===== src/rtl/intc_pkg.sv =====
package intc_pkg;

    localparam int LINES_MAX  = 64;
    localparam int LINES_DEF  = 60;
    localparam int IDX_W      = $clog2(LINES_MAX);
    localparam int PRIO_W     = 4;
    localparam int LVL_W      = PRIO_W + 1;
    localparam int NEST_DEF   = 16;
    localparam logic [LVL_W-1:0] BASE_LVL = LVL_W'(1 << PRIO_W);

    typedef enum logic [1:0] {
        SEL_ENABLE = 2'd0,
        SEL_PEND   = 2'd1,
        SEL_PRIO   = 2'd2,
        SEL_NONE   = 2'd3
    } reg_sel_e;

    typedef struct packed {
        logic              valid;
        logic [PRIO_W-1:0] prio;
        logic [IDX_W-1:0]  idx;
    } cand_t;

    // lo covers lower channel indices: it wins ties
    function automatic cand_t pick(input cand_t lo, input cand_t hi);
        if (lo.valid && (!hi.valid || lo.prio <= hi.prio))
            return lo;
        return hi;
    endfunction

endpackage


===== src/rtl/intc_regfile.sv =====
module intc_regfile
    import intc_pkg::*;
#(
    parameter int NUM_LINES = LINES_DEF
) (
    input  logic                 clk,
    input  logic                 rst,
    input  logic [NUM_LINES-1:0] irq_in,
    input  logic                 reg_we,
    input  reg_sel_e             reg_sel,
    input  logic [IDX_W-1:0]     reg_idx,
    input  logic [PRIO_W-1:0]    reg_wdata,
    output logic [PRIO_W-1:0]    reg_rdata,
    input  logic                 ack_fire,
    input  logic [IDX_W-1:0]     ack_idx,
    output logic [NUM_LINES-1:0] en_q,
    output logic [NUM_LINES-1:0] pend_q,
    output logic [PRIO_W-1:0]    prio_q [NUM_LINES]
);

    logic idx_ok;
    assign idx_ok = 32'(reg_idx) < NUM_LINES;

    for (genvar g = 0; g < NUM_LINES; g++) begin : g_chan
        logic hit;
        assign hit = reg_we && idx_ok && (reg_idx == IDX_W'(g));

        always_ff @(posedge clk) begin
            if (rst) begin
                en_q[g]   <= 1'b0;
                prio_q[g] <= '0;
            end else begin
                if (hit && reg_sel == SEL_ENABLE) en_q[g]   <= reg_wdata[0];
                if (hit && reg_sel == SEL_PRIO)   prio_q[g] <= reg_wdata;
            end
        end

        // precedence: request line, then software write, then entry clear
        always_ff @(posedge clk) begin
            if (rst)
                pend_q[g] <= 1'b0;
            else if (irq_in[g])
                pend_q[g] <= 1'b1;
            else if (hit && reg_sel == SEL_PEND)
                pend_q[g] <= reg_wdata[0];
            else if (ack_fire && ack_idx == IDX_W'(g))
                pend_q[g] <= 1'b0;
        end

        p_req_sets_r2: assert property (@(posedge clk) disable iff (rst)
            irq_in[g] |=> pend_q[g]);
    end

    always_comb begin
        reg_rdata = '0;
        if (idx_ok) begin
            case (reg_sel)
                SEL_ENABLE: reg_rdata = {{(PRIO_W-1){1'b0}}, en_q[reg_idx]};
                SEL_PEND:   reg_rdata = {{(PRIO_W-1){1'b0}}, pend_q[reg_idx]};
                SEL_PRIO:   reg_rdata = prio_q[reg_idx];
                default:    reg_rdata = '0;
            endcase
        end
    end

    p_ack_clears_r5: assert property (@(posedge clk) disable iff (rst)
        (ack_fire && !irq_in[ack_idx] && !(reg_we && reg_sel == SEL_PEND))
        |=> !pend_q[$past(ack_idx)]);

endmodule


===== src/rtl/intc_arbiter.sv =====
module intc_arbiter
    import intc_pkg::*;
#(
    parameter int NUM_LINES = LINES_DEF
) (
    input  logic [NUM_LINES-1:0] elig,
    input  logic [PRIO_W-1:0]    prio [NUM_LINES],
    output cand_t                win
);

    localparam int LEAVES = 1 << $clog2(NUM_LINES);
    localparam int NODES  = 2 * LEAVES - 1;

    // heap layout: node k has children 2k+1 (lower indices) and 2k+2
    cand_t node [NODES];

    for (genvar i = 0; i < LEAVES; i++) begin : g_leaf
        if (i < NUM_LINES) begin : g_real
            assign node[LEAVES-1+i] = '{valid: elig[i], prio: prio[i], idx: IDX_W'(i)};
        end else begin : g_pad
            assign node[LEAVES-1+i] = '0;
        end
    end

    for (genvar k = 0; k < LEAVES - 1; k++) begin : g_node
        assign node[k] = pick(node[2*k+1], node[2*k+2]);
    end

    assign win = node[0];

endmodule


===== src/rtl/intc_prio_stack.sv =====
module intc_prio_stack
    import intc_pkg::*;
#(
    parameter int DEPTH = NEST_DEF
) (
    input  logic                           clk,
    input  logic                           rst,
    input  logic                           push,
    input  logic [LVL_W-1:0]               push_lvl,
    input  logic                           pop,
    output logic [LVL_W-1:0]               cur_lvl,
    output logic [$clog2(DEPTH+1)-1:0]     depth
);

    localparam int SP_W = $clog2(DEPTH + 1);
    localparam int AW   = $clog2(DEPTH);

    logic [LVL_W-1:0] saved [DEPTH];
    logic [SP_W-1:0]  sp, sp_m1;

    assign sp_m1 = sp - 1'b1;

    always_ff @(posedge clk) begin
        if (rst) begin
            sp      <= '0;
            cur_lvl <= BASE_LVL;
        end else if (push) begin
            saved[sp[AW-1:0]] <= cur_lvl;
            sp                <= sp + 1'b1;
            cur_lvl           <= push_lvl;
        end else if (pop && sp != '0) begin
            cur_lvl <= saved[sp_m1[AW-1:0]];
            sp      <= sp_m1;
        end
    end

    assign depth = sp;

    p_no_overflow_r5: assert property (@(posedge clk) disable iff (rst)
        push |-> (32'(sp) < DEPTH));

    p_pop_restore_r7: assert property (@(posedge clk) disable iff (rst)
        (pop && !push && sp != '0) |=> (sp == $past(sp) - 1'b1));

endmodule


===== src/rtl/prio_nest_intc.sv =====
module prio_nest_intc
    import intc_pkg::*;
#(
    parameter int NUM_LINES = LINES_DEF,
    parameter int NEST      = NEST_DEF
) (
    input  logic                          clk,
    input  logic                          rst,
    input  logic [NUM_LINES-1:0]          irq_in,
    input  logic                          reg_we,
    input  logic [1:0]                    reg_sel,
    input  logic [IDX_W-1:0]              reg_idx,
    input  logic [PRIO_W-1:0]             reg_wdata,
    output logic [PRIO_W-1:0]             reg_rdata,
    output logic                          irq_req,
    output logic [IDX_W-1:0]              irq_vec,
    output logic                          irq_tail,
    input  logic                          irq_ack,
    input  logic                          irq_exit,
    output logic [LVL_W-1:0]              cur_level,
    output logic [$clog2(NEST+1)-1:0]     nest_depth
);

    logic [NUM_LINES-1:0] en_q, pend_q, elig;
    logic [PRIO_W-1:0]    prio_q [NUM_LINES];
    cand_t                win;
    logic                 ack_ok, exit_ok, tail_q;

    intc_regfile #(.NUM_LINES(NUM_LINES)) u_regs (
        .clk       (clk),
        .rst       (rst),
        .irq_in    (irq_in),
        .reg_we    (reg_we),
        .reg_sel   (reg_sel_e'(reg_sel)),
        .reg_idx   (reg_idx),
        .reg_wdata (reg_wdata),
        .reg_rdata (reg_rdata),
        .ack_fire  (ack_ok),
        .ack_idx   (win.idx),
        .en_q      (en_q),
        .pend_q    (pend_q),
        .prio_q    (prio_q)
    );

    assign elig = en_q & pend_q;

    intc_arbiter #(.NUM_LINES(NUM_LINES)) u_arb (
        .elig (elig),
        .prio (prio_q),
        .win  (win)
    );

    intc_prio_stack #(.DEPTH(NEST)) u_stack (
        .clk      (clk),
        .rst      (rst),
        .push     (ack_ok),
        .push_lvl ({1'b0, win.prio}),
        .pop      (exit_ok),
        .cur_lvl  (cur_level),
        .depth    (nest_depth)
    );

    // strict preemption: equal level waits
    assign irq_req = win.valid && ({1'b0, win.prio} < cur_level);
    assign irq_vec = irq_req ? win.idx : '0;
    assign ack_ok  = irq_ack && irq_req;
    assign exit_ok = irq_exit && (nest_depth != '0) && !ack_ok;

    always_ff @(posedge clk) begin
        if (rst) tail_q <= 1'b0;
        else     tail_q <= exit_ok;
    end

    assign irq_tail = tail_q && irq_req;

    p_vec_eligible_r3: assert property (@(posedge clk) disable iff (rst)
        irq_req |-> elig[irq_vec]);

    p_enter_urgent_r4: assert property (@(posedge clk) disable iff (rst)
        ack_ok |=> (cur_level < $past(cur_level)));

    p_enter_depth_r5: assert property (@(posedge clk) disable iff (rst)
        ack_ok |=> (nest_depth == $past(nest_depth) + 1'b1));

    p_idle_exit_r7: assert property (@(posedge clk) disable iff (rst)
        (irq_exit && nest_depth == '0 && !ack_ok) |=> $stable(cur_level));

endmodule


===== config.mk =====
export PLATFORM = sky130hd
export DESIGN_NAME = prio_nest_intc
export DESIGN_NICKNAME = d
export VERILOG_FILES = /design/src/rtl/intc_pkg.sv /design/src/rtl/intc_regfile.sv /design/src/rtl/intc_arbiter.sv /design/src/rtl/intc_prio_stack.sv /design/src/rtl/prio_nest_intc.sv
export SDC_FILE = /design/constraint.sdc
export NUM_CORES = 2
export LEC_CHECK = 0
export ABC_AREA = 1
export BUFFER_PORTS_ARGS = -buffer_cell sky130_fd_sc_hd__buf_2
export CAP_MARGIN = 20
export CELL_PAD_IN_SITES_DETAIL_PLACEMENT = 0
export CELL_PAD_IN_SITES_GLOBAL_PLACEMENT = 2
export CORE_MARGIN = 2
export CORE_UTILIZATION = 35
export DETAILED_ROUTE_END_ITERATION = 8
export PLACE_DENSITY_LB_ADDON = 0.1
export SLEW_MARGIN = 20
export SYNTH_ARGS = -nofsm -noshare
export SYNTH_HDL_FRONTEND = slang
export SYNTH_HIERARCHICAL = 1
export SYNTH_SLANG_ARGS = --single-unit

===== constraint.sdc =====
create_clock -name clk -period 10.7 [get_ports clk]
set_input_delay 1.07 -clock clk [delete_from_list [all_inputs] [get_ports clk]]
set_output_delay 1.07 -clock clk [all_outputs]
set_load 0.05 [all_outputs]

==> impl_metrics.toml <==
[status]
status = "finished, final reports clean"

[setup_path]
crit_path_start_kind = "flip-flop"
r2r-end = "u_stack/saved[9][3]$_DFFE_PP_"
arrival_ns = 9.09
worst-path-max-fanout = 9
worst-setup-path-type = "flip-flop to output port"
end_kind = "output port"
rrSetupSlack_ns = 1.07
critPathMaxStageDelay_ns = 0.35
cp_slowest_cell = "dfxtp_1"
reg2regPathDepth = 62
r2r-start = "u_regs/prio_q[219]$_SDFFE_PP0P_"
crit_required_ns = 9.63

[job]
max_cap_viol_count = 0

[place]
gp_congestion = 0.924
port_buffers = 98
place_area_sq_um = 35800
dpl.cell_count = 6625
hpwl_mm = 109
post-place-ws_ns = 0.376

[worst_hold_path]
hold_end = "u_regs/prio_q[169]$_SDFFE_PP0P_"
hp-start = "u_regs/prio_q[169]$_SDFFE_PP0P_"
min-delay-path-class = "flip-flop to flip-flop"
worstHoldPathCells = 2

[pwr]
fin_total_pwr_uw = 4190
pwr-share-comb = 0.088
p_switching_uw = 1160
worst_ir_drop_vdd_mv = 0.119
intPower_uw = 3030
switching_share = 0.277
powerDensity_nw_per_um2 = 109
power_frac_clock = 0.491
sequentialPowerShare = 0.421
leakage_uw = 0.0175

[timing]
finalClockSkew_ns = 0.0347
finalCriticalPeriod_ns = 10.16
layout_setup_ws_ns = 0.544
clock.fmax_mhz = 98.5
post-route-period-util = 0.949
drv_slew = 0
hold_viol = 0
finalSetupViolations = 0
worstMarginPinSlew_ns = 1.16
slew_headroom = 0.228

[synth]
ys_seq_elements = 451
synth_edf_count = 80
synth_ff_type = "dfxtp_1"
synth_cells = 5368
ys_top_cells_by_count = "nand2_1 (1465), inv_1 (801), nand3_1 (542)"
ys_warn_count = 6
yosys.area.top_type = "dfxtp_1"
synth_cell_types = 53
async_flop_share = 0
synthesis.nets = 5688
ys_seq_area_frac = 0.290
synth_area_leaders = "dfxtp_1 (22%), nand2_1 (16%), ha_1 (9.0%)"
synth.most_common_cell = "nand2_1"
synth.avg_cell_area_sq_um = 6.32
synth_top_area_share = 0.219
synth_area_sq_um = 33900

[final_layout]
area_delta_synth_final_pct = 13.7
final_area_sq_um = 38500
fin_cells = 6759
drive_above_1_share = 0.0994
nets = 5753

[clock_network]
cts_buffers = 56
postCtsHoldBufs = 0
clockBufferDepth = 3
clk_pin_slew_ns = 0.06
cts-root-buf = "clkbuf_16"
cts_tree = "built"
clock_latency_ns = 0.68
htreeDepth = 2
clock-sinks = 451

[routing]
finalWirelength_mm = 149
wire_per_inst_um = 22.0
drc = 0
via_per_inst = 5.19
ant_nets = 0
dr.first_iter.drc_count = 3139
firstDrtPassIters = 6
vias = 35100

[floorplan]
fp.dieArea_sq_um = 99400
core_sq_um = 96300
die_h_um = 315
die_x_um = 315
rows = 114
start_util = 0.352
ios = 99

[global_route]
globalRouteTotalUtil = 0.295
grt_pass1_wl_mm = 217
antenna_found_initial = 5
grt_pass1_vias = 32800
grt_overflow = 0
grt_max_degree = 111
cells by family after synthesis:
group / synth area share
compound gates: 0.166
xor+xnor: 0.000997
fa+ha+maj: 0.0897
buf+inv: 0.118
flops: 0.290
other cells: 0.000111
simple gates: 0.335
through the flow:
| step | TNS [ns] | util | hold WS [ns] |
|---|---|---|---|
| floorplan | 0 | - | 0.436 |
| global placement | 0 | 0.372 | 0.450 |
| detailed placement | 0 | 0.372 | 0.450 |
| CTS | 0 | 0.393 | 0.461 |
| global route | -0.224 | 0.400 | 0.475 |
| finish | 0 | 0.400 | 0.457 |
worst max path at each step:
stage               slack, ns         end                             from  cells past startpoint
floorplan                1.71    irq_tail  u_regs/prio_q[137]$_SDFFE_PP0P_                     61
global placement         0.39  irq_vec[3]   u_regs/prio_q[19]$_SDFFE_PP0P_                     55
detailed placement       0.38  irq_vec[3]   u_regs/prio_q[19]$_SDFFE_PP0P_                     55
CTS                      0.01  irq_vec[0]  u_regs/prio_q[219]$_SDFFE_PP0P_                     57
global route            -0.04  irq_vec[3]  u_regs/prio_q[179]$_SDFFE_PP0P_                     67
finish                   0.54  irq_vec[0]  u_regs/prio_q[219]$_SDFFE_PP0P_                     59
power groups by stage:
stage               logic [uW]  registers (uW)  clock network (uW)
CTS                        360            1760                2100
detailed placement         358            1800                   0
floorplan                  199            1790                   0
global route               395            1770                2160
global placement           360            1800                   0
finish                     370            1770                2060
worst max-delay path: cells and delay by family, from the launching register on:
kind | cells | cell delay [ns]
fa+ha+maj | 7 | 2.13
flops | 1 | 0.35
simple gates | 30 | 3.29
compound gates | 11 | 1.50
buf+inv | 11 | 1.11
cells in the final DEF, fill, tap and decap left out, drive strengths merged, types with 4 or more instances in the layout:
master    synthesis  layout
edfxtp           80      80
inv             846     849
nand3b           53      53
o21ai           390     390
nor2            446     446
o221ai            4       4
a22oi            62      62
ha              243     243
dfxtp           371     371
nand3           548     548
clkbuf          120      82
a311oi           38      38
nand2          1481    1481
buf              70     196
o21bai           17      17
bufinv            0       6
clkinv            4      15
and2             76      76
o211ai           22      22
o31ai             9       9
nor3              9       9
a21oi           387     387
nand4            19      19
a31oi            18      18
o21a             29      29
clkinvlp          0       5
o22ai            15      15
layer usage:
| layer | vias up | global-route usage | wire length, um |
|---|---|---|---|
| met5 | - | 0 | 92 |
| met4 | 4 | 0.0944 | 5090 |
| met1 | 16300 | 0.410 | 69400 |
| met3 | 181 | 0.0535 | 9980 |
| met2 | 1078 | 0.459 | 64400 |
| li1 | 17600 | - | - |
flip-flops by register name, indices dropped and copies added (netlist names):
name             cells
u_stack/depth        5
u_stack/cur_lvl      5
u_stack/saved       80
u_regs/prio_q      240
u_regs/en_q         60
tail_q               1
u_regs/pend_q       60
what timing repair did:
action	4_1_cts	5_1_grt
setup buffers	7	19
hold endpoints to repair	0	0
setup endpoints to repair	8	143
pin swaps	5	14
gates resized for setup	10	158
area by class of cell:
type	count	area (sq um)
diodes	2	5.00
clock inverters	25	325
clock buffers	81	1630
well taps	1276	1600
multi-input cells	3877	20600
inverters	850	3210
repair buffers	197	1310
flip-flops and latches	451	9830
fillers	10600	57700
(Power assumes the default switching activity.)
